### config.mk
export PLATFORM = sky130hd
export DESIGN_NAME = raster_list_seq
export DESIGN_NICKNAME = d
export VERILOG_FILES = /design/src/rtl/rls_pkg.sv /design/src/rtl/rls_decode.sv /design/src/rtl/rls_beam_cmp.sv /design/src/rtl/rls_counters.sv /design/src/rtl/raster_list_seq.sv
export SDC_FILE = /design/constraint.sdc
export NUM_CORES = 1
export LEC_CHECK = 0
export ABC_AREA = 1
export CORE_MARGIN = 2
export CORE_UTILIZATION = 25
export DETAILED_ROUTE_END_ITERATION = 10
export HOLD_SLACK_MARGIN = 0.03
export PLACE_DENSITY = 0.48
export SYNTH_ARGS = -nofsm -noshare
export SYNTH_HDL_FRONTEND = slang
export SYNTH_SLANG_ARGS = --single-unit
export TNS_END_PERCENT = 10
### constraint.sdc
create_clock -name clk -period 3.9 [get_ports clk]
set_input_delay 0.585 -clock clk [delete_from_list [all_inputs] [get_ports clk]]
set_output_delay 0.585 -clock clk [all_outputs]
set_load 0.01 [all_outputs]
### src/rtl/rls_pkg.sv
package rls_pkg;
    localparam int BYTE_W  = 8;
    localparam int WLINE_W = 9;
    localparam int WCYC_W  = 6;
    localparam int MREG_W  = 6;
    localparam int NUM_CNT = 2;

    localparam logic [BYTE_W-1:0] OPC_DLYV = 8'h20;
    localparam logic [BYTE_W-1:0] OPC_DLYH = 8'h21;
    localparam logic [BYTE_W-1:0] OPC_BRA  = 8'h22;
    localparam logic [BYTE_W-1:0] OPC_SETA = 8'h23;
    localparam logic [BYTE_W-1:0] OPC_SETB = 8'h24;
    localparam logic [BYTE_W-1:0] OPC_DECA = 8'h30;
    localparam logic [BYTE_W-1:0] OPC_DECB = 8'h31;

    typedef enum logic [3:0] {
        K_WAIT, K_MOV, K_DLYV, K_DLYH, K_BRA,
        K_SETA, K_SETB, K_DECA, K_DECB, K_NOP
    } kind_e;
endpackage

### src/rtl/rls_decode.sv
module rls_decode
    import rls_pkg::*;
(
    input  logic [BYTE_W-1:0] op_byte,
    output kind_e             kind
);
    always_comb begin
        if (op_byte[7]) begin
            kind = K_WAIT;
        end else if (op_byte[6]) begin
            kind = K_MOV;
        end else begin
            case (op_byte)
                OPC_DLYV: kind = K_DLYV;
                OPC_DLYH: kind = K_DLYH;
                OPC_BRA:  kind = K_BRA;
                OPC_SETA: kind = K_SETA;
                OPC_SETB: kind = K_SETB;
                OPC_DECA: kind = K_DECA;
                OPC_DECB: kind = K_DECB;
                default:  kind = K_NOP;
            endcase
        end
    end
endmodule

### src/rtl/rls_beam_cmp.sv
module rls_beam_cmp #(
    parameter int LW = 9,
    parameter int CW = 6
) (
    input  logic [LW-1:0] cur_line,
    input  logic [CW-1:0] cur_cyc,
    input  logic [LW-1:0] tgt_line,
    input  logic [CW-1:0] tgt_cyc,
    output logic          reached
);
    logic line_past;
    logic line_same;

    assign line_past = cur_line > tgt_line;
    assign line_same = cur_line == tgt_line;
    assign reached   = line_past || (line_same && (cur_cyc >= tgt_cyc));
endmodule

### src/rtl/rls_counters.sv
module rls_counters #(
    parameter int NUM = 2,
    parameter int W   = 8
) (
    input  logic           clk,
    input  logic           rst_n,
    input  logic [NUM-1:0] load,
    input  logic [NUM-1:0] dec,
    input  logic [W-1:0]   load_val,
    output logic [NUM-1:0] is_zero
);
    logic [W-1:0] cnt_d [NUM];
    logic [W-1:0] cnt_q [NUM];

    for (genvar g = 0; g < NUM; g++) begin : g_cnt
        always_comb begin
            cnt_d[g] = cnt_q[g];
            if (load[g]) begin
                cnt_d[g] = load_val;
            end else if (dec[g]) begin
                cnt_d[g] = cnt_q[g] - W'(1);
            end
        end

        always_ff @(posedge clk or negedge rst_n) begin
            if (!rst_n) begin
                cnt_q[g] <= '0;
            end else begin
                cnt_q[g] <= cnt_d[g];
            end
        end

        assign is_zero[g] = (cnt_q[g] == '0);
    end
endmodule

### src/rtl/raster_list_seq.sv
module raster_list_seq
    import rls_pkg::*;
#(
    parameter int ADDR_W = 16,
    parameter int LINE_W = 9,
    parameter int CYC_W  = 6
) (
    input  logic                clk,
    input  logic                rst_n,
    input  logic                frame_start,
    input  logic [LINE_W-1:0]   beam_line,
    input  logic [CYC_W-1:0]    beam_cyc,
    input  logic [ADDR_W-1:0]   list_base,
    output logic [ADDR_W-1:0]   mem_addr,
    input  logic [2*BYTE_W-1:0] mem_rdata,
    output logic                wr_en,
    output logic [MREG_W-1:0]   wr_reg,
    output logic [BYTE_W-1:0]   wr_data
);
    localparam int TLINE_W = LINE_W + 1;
    localparam int SEXT_W  = ADDR_W - BYTE_W;

    typedef struct packed {
        logic                run;
        logic [ADDR_W-1:0]   pc;
        logic                busy;
        logic [TLINE_W-1:0]  tgt_line;
        logic [BYTE_W-1:0]   hcnt;
        logic                wr_en;
        logic [MREG_W-1:0]   wr_reg;
        logic [BYTE_W-1:0]   wr_data;
    } state_t;

    state_t d;
    state_t q;

    logic [BYTE_W-1:0]  byte0;
    logic [BYTE_W-1:0]  byte1;
    kind_e              kind;
    logic [LINE_W-1:0]  wait_line;
    logic [CYC_W-1:0]   wait_cyc;
    logic               wait_hit;
    logic               vdly_hit;
    logic [ADDR_W-1:0]  pc_p1;
    logic [ADDR_W-1:0]  pc_p2;
    logic [ADDR_W-1:0]  pc_p3;
    logic [ADDR_W-1:0]  bra_dst;
    logic [NUM_CNT-1:0] cnt_ld;
    logic [NUM_CNT-1:0] cnt_dec;
    logic [NUM_CNT-1:0] cnt_zero;
    logic               run_q;
    logic [ADDR_W-1:0]  pc_q;

    assign byte0     = mem_rdata[BYTE_W-1:0];
    assign byte1     = mem_rdata[2*BYTE_W-1:BYTE_W];
    assign wait_line = LINE_W'({byte0[6:0], byte1[7:6]});
    assign wait_cyc  = CYC_W'(byte1[5:0]);
    assign pc_p1     = q.pc + ADDR_W'(1);
    assign pc_p2     = q.pc + ADDR_W'(2);
    assign pc_p3     = q.pc + ADDR_W'(3);
    assign bra_dst   = pc_p2 + {{SEXT_W{byte1[7]}}, byte1};

    rls_decode u_dec (
        .op_byte (byte0),
        .kind    (kind)
    );

    rls_beam_cmp #(.LW(LINE_W), .CW(CYC_W)) u_wait_cmp (
        .cur_line (beam_line),
        .cur_cyc  (beam_cyc),
        .tgt_line (wait_line),
        .tgt_cyc  (wait_cyc),
        .reached  (wait_hit)
    );

    rls_beam_cmp #(.LW(TLINE_W), .CW(1)) u_vdly_cmp (
        .cur_line ({1'b0, beam_line}),
        .cur_cyc  (1'b0),
        .tgt_line (q.tgt_line),
        .tgt_cyc  (1'b0),
        .reached  (vdly_hit)
    );

    rls_counters #(.NUM(NUM_CNT), .W(BYTE_W)) u_cnt (
        .clk      (clk),
        .rst_n    (rst_n),
        .load     (cnt_ld),
        .dec      (cnt_dec),
        .load_val (byte1),
        .is_zero  (cnt_zero)
    );

    always_comb begin
        d       = q;
        d.wr_en = 1'b0;
        cnt_ld  = '0;
        cnt_dec = '0;
        if (frame_start) begin
            d.run  = 1'b1;
            d.pc   = list_base;
            d.busy = 1'b0;
        end else if (q.run) begin
            case (kind)
                K_WAIT: begin
                    if (wait_hit) begin
                        d.pc = pc_p2;
                    end
                end
                K_MOV: begin
                    d.wr_en   = 1'b1;
                    d.wr_reg  = byte0[MREG_W-1:0];
                    d.wr_data = byte1;
                    d.pc      = pc_p2;
                end
                K_DLYV: begin
                    if (!q.busy) begin
                        if (byte1 == '0) begin
                            d.pc = pc_p2;
                        end else begin
                            d.busy     = 1'b1;
                            d.tgt_line = {1'b0, beam_line} + TLINE_W'(byte1);
                        end
                    end else if (vdly_hit) begin
                        d.busy = 1'b0;
                        d.pc   = pc_p2;
                    end
                end
                K_DLYH: begin
                    if (!q.busy) begin
                        if (byte1 == '0) begin
                            d.pc = pc_p2;
                        end else begin
                            d.busy = 1'b1;
                            d.hcnt = byte1;
                        end
                    end else if (q.hcnt == BYTE_W'(1)) begin
                        d.busy = 1'b0;
                        d.pc   = pc_p2;
                    end else begin
                        d.hcnt = q.hcnt - BYTE_W'(1);
                    end
                end
                K_BRA: begin
                    d.pc = bra_dst;
                end
                K_SETA: begin
                    cnt_ld[0] = 1'b1;
                    d.pc      = pc_p2;
                end
                K_SETB: begin
                    cnt_ld[1] = 1'b1;
                    d.pc      = pc_p2;
                end
                K_DECA: begin
                    if (cnt_zero[0]) begin
                        d.pc = pc_p3;
                    end else begin
                        cnt_dec[0] = 1'b1;
                        d.pc       = pc_p1;
                    end
                end
                K_DECB: begin
                    if (cnt_zero[1]) begin
                        d.pc = pc_p3;
                    end else begin
                        cnt_dec[1] = 1'b1;
                        d.pc       = pc_p1;
                    end
                end
                default: begin
                    d.pc = pc_p1;
                end
            endcase
        end
    end

    always_ff @(posedge clk or negedge rst_n) begin
        if (!rst_n) begin
            q <= '0;
        end else begin
            q <= d;
        end
    end

    assign mem_addr = d.pc;
    assign wr_en    = q.wr_en;
    assign wr_reg   = q.wr_reg;
    assign wr_data  = q.wr_data;
    assign run_q    = q.run;
    assign pc_q     = q.pc;
endmodule

# ---- Word level (Yosys, flattened, before mapping)
# Index checks and enable logic that the tools add are counted.
dict set report totals {
  out_inout_bits 31
  ff_bits 67
  in_bits 50
  word_cells 99
}
dict set report op_classes {
  n_addsub 8
  magnitude_cmp 3
  n_eq_ne 20
  n_bitwise 3
  n_reduce_logical 16
  muxes 39
}
# op count
set op_table {}
lappend op_table {{$pmux 16 s7} 1}
lappend op_table {{$mux 17} 5}
lappend op_table {{$mux 16} 4}
lappend op_table {{$mux 8} 8}
lappend op_table {{$eq 8x6->1 const B} 7}
lappend op_table {{$mux 50} 1}
lappend op_table {{$add 16x2->16 const B} 2}
lappend op_table {{$mux 15} 2}
lappend op_table {{$pmux 4 s7} 1}
lappend op_table {{$logic_not 8->1} 3}
lappend op_table {{$sub 8x1->8 const B} 3}
lappend op_table {{$mux 10} 2}
lappend op_table {{$add 16x1->16 const B} 1}
lappend op_table {{$add 16x16->16} 1}
lappend op_table {{$eq 4x3->1 const B} 4}
lappend op_table {{$mux 11} 1}
lappend op_table {{$add 9x8->10} 1}
lappend op_table {{$eq 9x10->1} 1}
lappend op_table {{$gt 9x10->1} 1}
lappend op_table {{$reduce_and 5->1} 2}
lappend op_table {{$eq 9x9->1} 1}
lappend op_table {{$gt 9x9->1} 1}
lappend op_table {{$eq 4x2->1 const B} 2}
lappend op_table {{$eq 8x1->1 const B} 1}
lappend op_table {{other kinds (17)} 33}

# ---- Logic depth before layout (Yosys ltp)
# Gate-level depths: netlist of run 1.
dict set report depth {
  word_depth 10
  ltp_mapped 21
  mapped_depth_nobuf 19
}

# ---- Hierarchy
# From an unflattened synthesis of run 1, not the netlist that was laid out.
dict set report unflattened {
  hier_cells 1291
  area_unflattened_um2 8089.0
}
# mod cells_each seq_area_each_um2 n_inst area_each_um2
set by_module_without_submodules {}
lappend by_module_without_submodules {raster_list_seq 989 1276.2 1 6090.8}
lappend by_module_without_submodules {rls_counters 139 400.4 1 1097.3}
lappend by_module_without_submodules {{rls_beam_cmp (u_wait_cmp)} 73 0.0 1 431.7}
lappend by_module_without_submodules {{rls_beam_cmp (u_vdly_cmp)} 50 0.0 1 294.0}
lappend by_module_without_submodules {rls_decode 40 0.0 1 175.2}

# ---- Worst setup path after synthesis of run 1
# No wires, ideal clock.
dict set report synth_path {
  path_kind {reg2out}
  start {register q, in the netlist pc_q[1]}
  end {output port mem_addr[10]}
  arrival_ps 2868
  required_time_ps 3315
  stages_incl_launch_ff 18
  slack_ps 447
  n_path_buf 1
  path_cell_list {dfrtp_1 ha_1 inv_1 nor2_1 nand2_1 xor2_1 ha_1 a21o_1 a31oi_1 nand3_1 or2_2 nand3_1 nand2_1 nor2_1 nand2_1 nand2_1 nand2_1 buf_4}
}
# element line_no
set synth_lines {}
lappend synth_lines {{from (decl)} raster_list_seq.sv:35} ;# state_t q;
lappend synth_lines {{from (signal assigned)} raster_list_seq.sv:179} ;# q <= '0;
lappend synth_lines {{from (signal assigned)} raster_list_seq.sv:181} ;# q <= d;
lappend synth_lines {{to (decl)} raster_list_seq.sv:14} ;# output logic [ADDR_W-1:0] mem_addr,

# ---- Worst setup path in the final report of run 1
dict set report layout_path {
  start {register q, in the netlist pc_q[1]}
  end {output port mem_addr[15]}
}
dict set report layout_via {
  elab_chain_cells 6
  elab_cells_between_ends 15
  cone_classes {4 x add/sub; 11 x mux}
}
# element line_no
set layout_rtl {}
lappend layout_rtl {{branches (longest 3 deep; another with $add 16x2->16)} n/a}
lappend layout_rtl {{$pmux 16 s7 (*)} raster_list_seq.sv:103} ;# case (kind)
lappend layout_rtl {{$mux 50 (*)} raster_list_seq.sv:102} ;# end else if (q.run) begin
lappend layout_rtl {{$mux 17 (*)} raster_list_seq.sv:98} ;# if (frame_start) begin
# Every way passes the cells marked *. The select of a mux whose other input is x is not followed.

==> results by group, run 1 <==
Timing
  – Final setup margin: 0.0456 ns
  – Fmax: 259 MHz
  – Tcrit/Tclk final: 0.988
  – Fin. Hold Viols: 0
  – Count of final setup violators: 0
  – Slew @ Worst Pin: 0.959 ns
  – RSZ-0062 raised after global routing: yes
  – Slew Limit Fails: 0
  – Minimum clock period: around 3.9 ns
  – Worst Skew: 0.0174 ns
  – Worst slew margin: 0.360

Finish
  – # nets final: about 1700
  – Fill cells: ~3600
  – Fin util: 0.361
  – Area grow syn2layout: 43.1%
  – Share of layout cells above drive strength 1: 0.232
  – Post-route cell area: between 10000 and 15000 sq um
  – Max FFs per register: 19
  – Biggest register: q
  – Post-Layout Cell Count: around 2100
  – Ant diodes: 0

Place
  – Gp weighted congestion: a little under 0.9
  – HPWL Detailed: roughly 28000 um
  – Post-DP Area: 11200 sq um
  – Pre-CTS setup slack: -0.287 ns
  – Cells after DPL: a little over 2000
  – PortBufs: 80

Detailed routing
  – Drt first pass iters: 6
  – DRT iter0 DRCs: 697
  – Vias per inst: about 4.8
  – Routed WL: approximately 35000 um
  – Post-route ant nets: 0
  – Via Count: 9999
  – Avg WL per Cell: 16.8 um
  – Number of remaining DRC errors: 0

GRT
  – Met2 Track Usage GR: 0.344
  – Gr usage total: 0.199
  – Total congestion overflow: 0
  – First-pass GRT wire length: between 50000 and 60000 um
  – Grt met1 use: 0.261
  – GRT busiest layer: met2
  – Antenna violations before repair: 0
  – Vias in the first global route: 9646
  – Met3 Use GR: 0.0199
  – Largest net degree at the start of global routing: 68

Clock tree
  – CTS tree: built
  – Num CTS Buffers: 9
  – Clk_lat worst skew: ~0.36 ns
  – Clk sinks: 67
  – Reg clk slew, reported paths: around 0.060 ns
  – H-Tree Depth: 3
  – CTS Buffer Depth: 2
  – Post-CTS Hold Buffers: 0
  – Root buffer cell: clkbuf_16

Yosys
  – Post-synth EDFFs: 0
  – Synthesis-stage register bit count: 67
  – Top post-synthesis cells by count: 372 x nand2_1, 186 x inv_1, 125 x nand3_1, 121 x nor2_1, 77 x o21ai_0
  – Seq/Total Area, Yosys: 0.200
  – Synth area leader: dfrtp_1
  – Synth cell types: 43
  – Post-synth ARST share: 1.00
  – Cell with the most instances after synthesis: nand2_1
  – Main synth FF type: dfrtp_1
  – Area contributors post-synth: dfrtp_1 20%, nand2_1 17%, ha_1 8.9%
  – Syn_nets: 1477
  – Yosys warnings: 0
  – Mean post-synth cell area: approximately 6.2 sq um
  – Post-Syn Area: between 8000 and 9000 sq um
  – Post-synthesis cell count: roughly 1400
  – Post-synth top area share: 0.200

Power and ir drop
  – Internal: roughly 2100 uW
  – Seq pwr share: 0.245
  – Comb pwr share: 0.500
  – Clock group share of total power: 0.255
  – Sw Share: 0.400
  – Worst vdd ir: roughly 240 uV
  – Static leakage: roughly 0.006 uW
  – PwrDens: 288 nW/um^2
  – P_sw: approximately 1400 uW

Floorplanning
  – Die Height: 187 um
  – Initial core utilization: 0.252
  – IO Pins: 81
  – Core area: about 33000 sq um
  – Die W: around 190 um
  – DIE AREA: 35100 sq um
  – Std-Cell Rows: 67

Worst hold path
  – HP Class: in -> async

Critical path
  – CP Max Fanout: 4
  – Startpoint types: flip-flop
  – Crit. End Element: output pin
  – Critical Path AT: around 3.3 ns
  – CP required: 3.31 ns
  – Critical path class: reg -> out
  – Reg2reg setup slack: just over 0.9 ns

Job
  – Max-Cap Viols: 0

Status
  – Outcome: complete, no violations
==> layer usage <==
layer | part of all wire | vias up | wire [um]
met4 | 0.023 | 0 | 808
met5 | 0 | - | 0
met3 | 0.046 | 53 | 1620
li1 | - | 4970 | -
met2 | 0.48 | 289 | 16800
met1 | 0.45 | 4687 | 15800
==> cells in the final DEF, fill, tap and decap left out, types with 8 or more instances in the layout <==
cell / n
nor3_2: 8
ha_4: 10
clkdlybuf4s50_1: 57
buf_4: 230
dlymetal6s2s_1: 8
nand3b_1: 12
clkbuf_16: 9
nand3_2: 9
a21oi_2: 8
nand2_2: 16
inv_1: 176
dfrtp_1: 62
o21ai_1: 23
nand3_1: 116
o22ai_1: 16
buf_12: 10
nor3_1: 8
nor2_1: 112
a22oi_1: 16
nand4_1: 34
o211ai_1: 10
inv_2: 19
nor2_2: 12
dlygate4sd2_1: 10
ha_1: 50
nand2_1: 359
a21oi_1: 39
xor2_1: 42
o221ai_1: 10
o21ai_0: 71
==> worst max-delay path: stages (launching register included) <==
cell and delay [ns]:
dfrtp_2 0.42, buf_4 0.14, nand3_4 0.11, nor2_4 0.12, buf_6 0.12, xor2_1 0.14
buf_4 0.16, ha_4 0.20, a21o_1 0.18, nor2_1 0.13, nand2_2 0.08, a21o_1 0.21
a21oi_2 0.13, buf_4 0.14, a21oi_1 0.05, o21ai_1 0.12, nand3_1 0.16, nand2_1 0.09
nand2_1 0.07, clkbuf_2 0.13
==> power groups by stage <==
stage / logic, uW / registers [uW] / clock network [uW]
after CTS: 1650 / 848 / 900
final: 1730 / 850 / 884
after detailed placement: 1580 / 856 / 0
after floorplan: 896 / 829 / 0
after global routing: 1910 / 861 / 925
after global placement: 1570 / 857 / 0
==> through the flow <==
| step | hold slack [ns] | TNS, ns | power [uW] |
|---|---|---|---|
| 2_1_floorplan | 0.289 | 0 | 1720 |
| 3_3_place_gp | 0.446 | -2.85 | 2430 |
| 3_5_place_dp | 0.460 | -2.96 | 2430 |
| 4_1_cts | 0.414 | -0.907 | 3400 |
| 5_1_grt | 0.462 | -1.16 | 3690 |
| 6_report | 0.370 | 0 | 3470 |
==> path summary, 6_finish.rpt <==
path                                   startpoint                  to  cells past startpoint
worst max-delay path            pc_q[1]$_DFF_PN0_        mem_addr[15]                     19
worst max register to register  pc_q[1]$_DFF_PN0_  pc_q[11]$_DFF_PN0_                     19
max in group asynchronous                   rst_n   pc_q[4]$_DFF_PN0_                      1
worst min-delay path                        rst_n   q[23]$_DFFE_PN0P_                      1
worst min register to register  run_q$_DFFE_PN0P_   run_q$_DFFE_PN0P_                      2
min in group clk                run_q$_DFFE_PN0P_   run_q$_DFFE_PN0P_                      2
==> cell families (layout without fill, tap and decap cells) <==
group | after synthesis | count (layout) | share of synthesized area
buf+inv | 264 | 536 | 0.134
simple gates | 710 | 710 | 0.374
fa+ha+maj | 62 | 62 | 0.0941
compound gates | 211 | 211 | 0.145
flops | 67 | 67 | 0.200
xor+xnor | 51 | 51 | 0.0532
==> timing repair <==
item	in CTS	in global routing
setup buffers	8	9
pin swaps	10	20
endpoints found under the setup margin	15	16
gates resized for setup	67	62
endpoints found under the hold margin	0	0
==> final cells by class <==
type                            instances  area [sq um]  area share
Inverter                              199           747      0.0621
Multi-Input combinational cell       1034          5990       0.498
Timing Repair Buffer                  322          2740       0.228
Sequential cell                        67          1680       0.140
Clock inverter                          5          62.6     0.00520
Tap cell                              448           561      0.0466
Clock buffer                           10           239      0.0199
(Power assumes the default switching activity.)
==> run 2: changes to the inputs <==
Settings changed: PLACE_DENSITY 0.48 to 0.5.
Clock period 3.9 ns to 3.4 ns, I/O delays scaled along.
==> results by group, run 2 (same netlist as run 1, synthesis figures left out) <==
Detailed routing
  – Avg WL per Cell: 16.7 um (-0.51%)
  – Number of remaining DRC errors: 0 (unchanged)
  – Drt first pass iters: 5 (-1)
  – DRT iter0 DRCs: 704 (+1.0%)
  – Via Count: 9983 (-0.16%)
  – Post-route ant nets: 0 (unchanged)
  – Vias per inst: 4.70 (-1.9%)
  – Routed WL: 35400 um (+1.3%)

Critical path
  – CP cell instances: buf_6 > nand3_4 > nor2_4 > buf_6 > xor2_4 > ha_4 > buf_4 > nand2_4 > inv_2 > a21oi_2 > nand3b_1 > nand2_1 > inv_1 > nand4_1 > nand3_1 > nor2_1 > nand3_1 > nand2_1 > nand2_1 > buf_2
  – Critical Path AT: 3.12 ns (-0.15 ns)
  – CP required: 2.89 ns (-0.42 ns)
  – Top delay family on crit path: simple AND/OR/NAND/NOR gates
  – Startpoint types: flip-flop
  – CP Buf/Inv Count: 6 (+1)
  – Crit-path max cell delay: 0.39 ns (-0.03 ns)
  – Worst path slowest cell: dfrtp_1
  – Reg2reg setup slack: -0.07 ns (-1.00 ns)
  – Critical path class: reg -> out
  – Worst R2R Path Depth: 26 (+7)
  – Reg2reg end: pc_q[10]$_DFF_PN0_
  – Levels on crit path: 20 (+1)
  – Crit path capture: mem_addr[8]
  – Crit. End Element: output pin
  – Worst Setup SP: pc_q[2]$_DFF_PN0_
  – CP Max Fanout: 3 (-1)
  – Most frequent CP cell: nand2_1
  – Worst reg2reg path startpoint: pc_q[5]$_DFF_PN0_

Timing
  – RSZ-0062 raised after global routing: yes
  – Slew @ Worst Pin: 0.974 ns (+0.0143 ns)
  – Worst slew margin: 0.351 (-0.00956)
  – Tcrit/Tclk final: 1.07
  – Final setup margin: -0.227 ns (-0.273 ns)
  – Worst Skew: 0.00865 ns (-0.00872 ns)
  – Slew Limit Fails: 0 (unchanged)
  – Fmax: about 280 MHz
  – Fin. Hold Viols: 0 (unchanged)
  – Count of final setup violators: 15 (+15)
  – Minimum clock period: roughly 3.6 ns

Floorplanning
  – Die W: 187 um (unchanged)
  – Die Height: 187 um (unchanged)
  – Std-Cell Rows: 67 (unchanged)
  – DIE AREA: 35100 sq um (unchanged)
  – Core area: 33300 sq um (unchanged)
  – IO Pins: 81 (unchanged)
  – Initial core utilization: 0.252 (unchanged)

Finish
  – Fill cells: 3577 (-1.2%)
  – Post-Layout Cell Count: 2122 (+1.8%)
  – Fin util: 0.376 (+0.0146)
  – Commonest non-fill, non-tap cell in the layout: nand2_1
  – Most frequent cells in the layout: 345 x nand2_1, 256 x buf_4, 175 x inv_1
  – # nets final: 1781 (+2.1%)
  – Ant diodes: 0 (unchanged)
  – Share of layout cells above drive strength 1: 0.273 (+0.0415)
  – Biggest register: q
  – Max FFs per register: 19 (unchanged)
  – Area grow syn2layout: 48.9%

Clock tree
  – Num CTS Buffers: 9 (unchanged)
  – Root buffer cell: clkbuf_16
  – Clk_lat worst skew: 0.36 ns (about the same)
  – Reg clk slew, reported paths: 0.06 ns (about the same)
  – H-Tree Depth: 3 (unchanged)
  – Clk sinks: 67 (unchanged)
  – CTS tree: built
  – Post-CTS Hold Buffers: 0 (unchanged)
  – CTS Buffer Depth: 2 (unchanged)

Power and ir drop
  – Worst vdd ir: 207 uV (-14%)
  – Total design power: 4050 uW (+17%)
  – Comb pwr share: 0.529 (+0.029)
  – P_sw: 1650 uW (+19%)
  – PwrDens: 324 nW/um^2 (+12%)
  – Seq pwr share: 0.238 (-0.007)
  – Static leakage: 0.00626 uW (+2.6%)
  – Internal: 2410 uW (+16%)
  – Clock group share of total power: 0.233 (-0.022)
  – Sw Share: 0.406 (+0.00615)

Status
  – Violated checks: negative setup slack
  – Outcome: finished with violations

GRT
  – First-pass GRT wire length: 54800 um (+0.90%)
  – Total congestion overflow: 0 (unchanged)
  – Vias in the first global route: 9712 (+0.68%)
  – Largest net degree at the start of global routing: 68 (unchanged)
  – Gr usage total: 0.203 (+0.00379)
  – Antenna violations before repair: 0 (unchanged)

Place
  – HPWL Detailed: 28300 um (about the same)
  – Gp weighted congestion: 0.924 (+5.5%)
  – PortBufs: 80 (unchanged)
  – Cells after DPL: 2076 (+1.1%)

Worst hold path
  – HP Class: in -> async

Job
  – Max-Cap Viols: 0 (unchanged)
## run 2: what timing repair did
item,CTS,global route
setup endpoints to repair,16,17
buffers inserted,21,10
resized for setup,161,67
pin swaps,47,48
## run 2: worst min path at each step
stage / slack, ns / to / start / cells after the start
6_report: 0.30 / u_cnt.cnt_q[4]$_DFFE_PN0P_ / rst_n / 1
5_1_grt: 0.39 / u_cnt.cnt_q[5]$_DFFE_PN0P_ / rst_n / 1
4_1_cts: 0.36 / wr_reg[2]$_DFFE_PN0P_ / rst_n / 1
3_5_place_dp: 0.45 / run_q$_DFFE_PN0P_ / run_q$_DFFE_PN0P_ / 2
3_3_place_gp: 0.45 / run_q$_DFFE_PN0P_ / run_q$_DFFE_PN0P_ / 2
2_1_floorplan: 0.21 / pc_q[0]$_DFF_PN0_ / rst_n / 0
## run 2: power groups by stage
stage	Combinational, uW	Sequential (uW)	Clock [uW]
after floorplan	1030	951	0
after global placement	1840	976	0
after detailed placement	1850	976	0
after CTS	2050	966	966
after global routing	2350	978	1000
final	2140	967	945
## run 2: through the flow
stage / worst slack [ns] / cell area [sq um] / TNS [ns] / hold WS (ns)
2_1_floorplan: 0.0220 / 8400 / 0 / 0.214
5_1_grt: -0.386 / 12500 / -5.09 / 0.392
3_3_place_gp: -0.743 / 11300 / -9.52 / 0.447
4_1_cts: -0.265 / 12200 / -3.22 / 0.361
6_report: -0.227 / 12500 / -2.08 / 0.301
3_5_place_dp: -0.741 / 11300 / -9.75 / 0.454
## run 2: area by class of cell
cell class	instances	area (sq um)	share of cell area
Clock buffer	10	239	0.0191
Inverter	199	761	0.0608
Timing Repair Buffer	358	2990	0.239
Multi-Input combinational cell	1034	6240	0.499
Sequential cell	67	1680	0.134
Clock inverter	6	47.5	0.00380
Tap cell	448	561	0.0448
## run 2: per-layer routing
metal,share of wire,vias to the layer above,GRT usage
li1,-,5041,-
met1,0.46,4696,0.268
met2,0.48,199,0.344
met3,0.040,47,0.0218
met4,0.024,0,0.0699
met5,0,-,0
==> run 3: changes to the inputs <==
Settings changed: DONT_BUFFER_PORTS set to 1, GPL_TIMING_DRIVEN set to 0, PLACE_DENSITY 0.5 to 0.47.
==> results by group, run 3 (same netlist as run 1, synthesis figures left out) <==
Clock tree
  – CTS Buffer Depth: 2 (unchanged)
  – Clk sinks: 67 (unchanged)
  – Root buffer cell: clkbuf_16
  – Reg clk slew, reported paths: 0.06 ns (about the same)
  – Clk_lat worst skew: 0.36 ns (about the same)
  – Num CTS Buffers: 9 (unchanged)
  – CTS tree: built
  – H-Tree Depth: 3 (unchanged)

Floorplanning
  – Die W: 187 um (unchanged)
  – Initial core utilization: 0.252 (unchanged)
  – Die Height: 187 um (unchanged)
  – DIE AREA: 35100 sq um (unchanged)
  – Core area: 33300 sq um (unchanged)
  – IO Pins: 81 (unchanged)
  – Std-Cell Rows: 67 (unchanged)

Finish
  – Commonest non-fill, non-tap cell in the layout: nand2_1
  – Share of layout cells above drive strength 1: 0.192 (-0.0807)
  – Max FFs per register: 19 (unchanged)
  – Biggest register: q
  – # nets final: 1542 (-13%)
  – Most frequent cells in the layout: 347 x nand2_1, 168 x inv_1, 115 x nand3_1
  – Area grow syn2layout: 25.7%
  – Ant diodes: 0 (unchanged)
  – Post-route cell area: 10600 sq um (-16%)

Power and ir drop
  – Total design power: 3850 uW (-4.9%)
  – Static leakage: 0.00509 uW (-19%)
  – PwrDens: 365 nW/um^2 (+13%)
  – Worst vdd ir: 222 uV (+7.2%)

GRT
  – Antenna violations before repair: 1 (+1)
  – Largest net degree at the start of global routing: 68 (unchanged)
  – Gr usage total: 0.199 (-0.00391)
  – First-pass GRT wire length: 53600 um (-2.2%)
  – Vias in the first global route: 9193 (-5.3%)
  – Total congestion overflow: 0 (unchanged)

Critical path
  – Crit-path max cell delay: 0.44 ns (+0.05 ns)
  – Reg2reg setup slack: 0.44 ns (+0.51 ns)
  – CP required: 2.89 ns (about the same)
  – Crit. End Element: output pin
  – Critical Path AT: 3.22 ns (+0.10 ns)
  – Startpoint types: flip-flop
  – Critical path class: reg -> out
  – Most frequent CP cell: nand2_1
  – CP Max Fanout: 4 (+1)
  – Worst R2R Path Depth: 18 (-31%)
  – Worst path slowest cell: dfrtp_2
  – CP cell instances: buf_4 > ha_4 > xnor2_2 > inv_2 > ha_4 > nand2_1 > nor2_1 > nand2_1 > nand2_1 > a21o_1 > nand2_1 > nor3b_2 > nor2_1 > nand3_1 > nand2_2 > nand2_2 > buf_6

Detailed routing
  – Avg WL per Cell: 18.5 um (+11%)
  – Post-route ant nets: 0 (unchanged)
  – Routed WL: 34800 um (-1.8%)
  – DRT iter0 DRCs: 846 (+20%)
  – Via Count: 9409 (-5.7%)
  – Drt first pass iters: 5 (unchanged)
  – Vias per inst: 5.00 (+6.2%)
  – Number of remaining DRC errors: 0 (unchanged)

Timing
  – Slew @ Worst Pin: 0.959 ns (-0.0149 ns)
  – Hold Slack: 0.0166 ns (-0.285 ns)
  – Tcrit/Tclk final: 1.10 (+0.0300)
  – Minimum clock period: 3.73 ns (+0.102 ns)
  – Final setup margin: -0.329 ns (-0.102 ns)
  – Fin. Hold Viols: 0 (unchanged)
  – Fmax: 268 MHz (-2.7%)
  – Worst Skew: 0.00531 ns (-0.00333 ns)
  – RSZ-0062 raised after global routing: yes
  – Count of final setup violators: 15 (unchanged)
  – Slew Limit Fails: 0 (unchanged)
  – Worst slew margin: 0.356 (+0.00564)

Status
  – Violated checks: negative setup slack
  – Outcome: finished with violations

Place
  – Pre-CTS setup slack: -1.12 ns (-0.376 ns)
  – PortBufs: 0 (-100%)
  – Post-DP Area: 8960 sq um (-21%)
  – Gp weighted congestion: 0.932 (+0.82%)
  – HPWL Detailed: 26500 um (-6.6%)

Worst hold path
  – HP Class: in -> async

Job
  – Max-Cap Viols: 0 (unchanged)
==> run 3: cell types whose count changed in the layout (fill, tap and decap cells not counted), moves of 7 or more <==
cell | previous run | this run
buf_4 | 256 | 76
clkdlybuf4s50_1 | 59 | 0
clkbuf_1 | 0 | 14
dfrtp_1 | 66 | 59
dfrtp_2 | 1 | 8
inv_1 | 175 | 168
==> run 3: path summary, 6_finish.rpt <==
check,end,from
min,q[23]$_DFFE_PN0P_,rst_n
max,mem_addr[11],pc_q[2]$_DFF_PN0_
min reg2reg,q[24]$_DFFE_PN0P_,q[24]$_DFFE_PN0P_
max reg2reg,pc_q[10]$_DFF_PN0_,pc_q[6]$_DFF_PN0_
max in group asynchronous,pc_q[12]$_DFF_PN0_,rst_n
min in group clk,u_cnt.cnt_q[9]$_DFFE_PN0P_,mem_rdata[9]
==> run 3: repair_timing <==
item                                    CTS  global route
hold buffers                              1             0
resized for setup                       141            47
endpoints found under the hold margin    67             0
setup buffers                            40            18
endpoints found under the setup margin   23            16
pin swaps                                42            32
==> run 3: worst max-delay path, delay by kind of cell (launching register included) <==
family                   cells  cell delay, ns
AO/OA/AOI/OAI                1            0.23
adder cells (fa/ha/maj)      2            0.47
XOR/XNOR                     1            0.20
flip-flops                   1            0.44
buffers and inverters        3            0.40
AND/OR/NAND/NOR             10            1.11
==> run 3: area by class of cell <==
type	count	area (sq um)
buffer	61	439
sequential	67	1690
clock buffer	11	243
multi-input combinational	1034	6250
fill	3671	22700
clock inverter	5	85.1
tap	448	561
timing repair buffer	58	517
inverter	199	777
==> run 3: per-layer routing <==
| layer | track usage | part of all wire | wire length (um) |
|---|---|---|---|
| met2 | 0.333 | 0.47 | 16300 |
| met4 | 0.104 | 0.050 | 1730 |
| met5 | 0 | 0.00037 | 13 |
| met1 | 0.251 | 0.43 | 14900 |
| met3 | 0.0244 | 0.053 | 1860 |
==> run 3: through the flow <==
step,utilization,setup TNS [ns],instances
6_report,0.317,-2.92,1883
5_1_grt,0.317,-5.04,1883
4_1_cts,0.308,-2.89,1865
3_5_place_dp,0.269,-10.33,1813
3_3_place_gp,0.269,-10.63,1813
2_1_floorplan,-,0,1365
==> run 3: power by group <==
part	switching, uW	internal (uW)	total, uW
Clock	426	667	1090
Combinational	1060	719	1780
Sequential	87.3	893	981
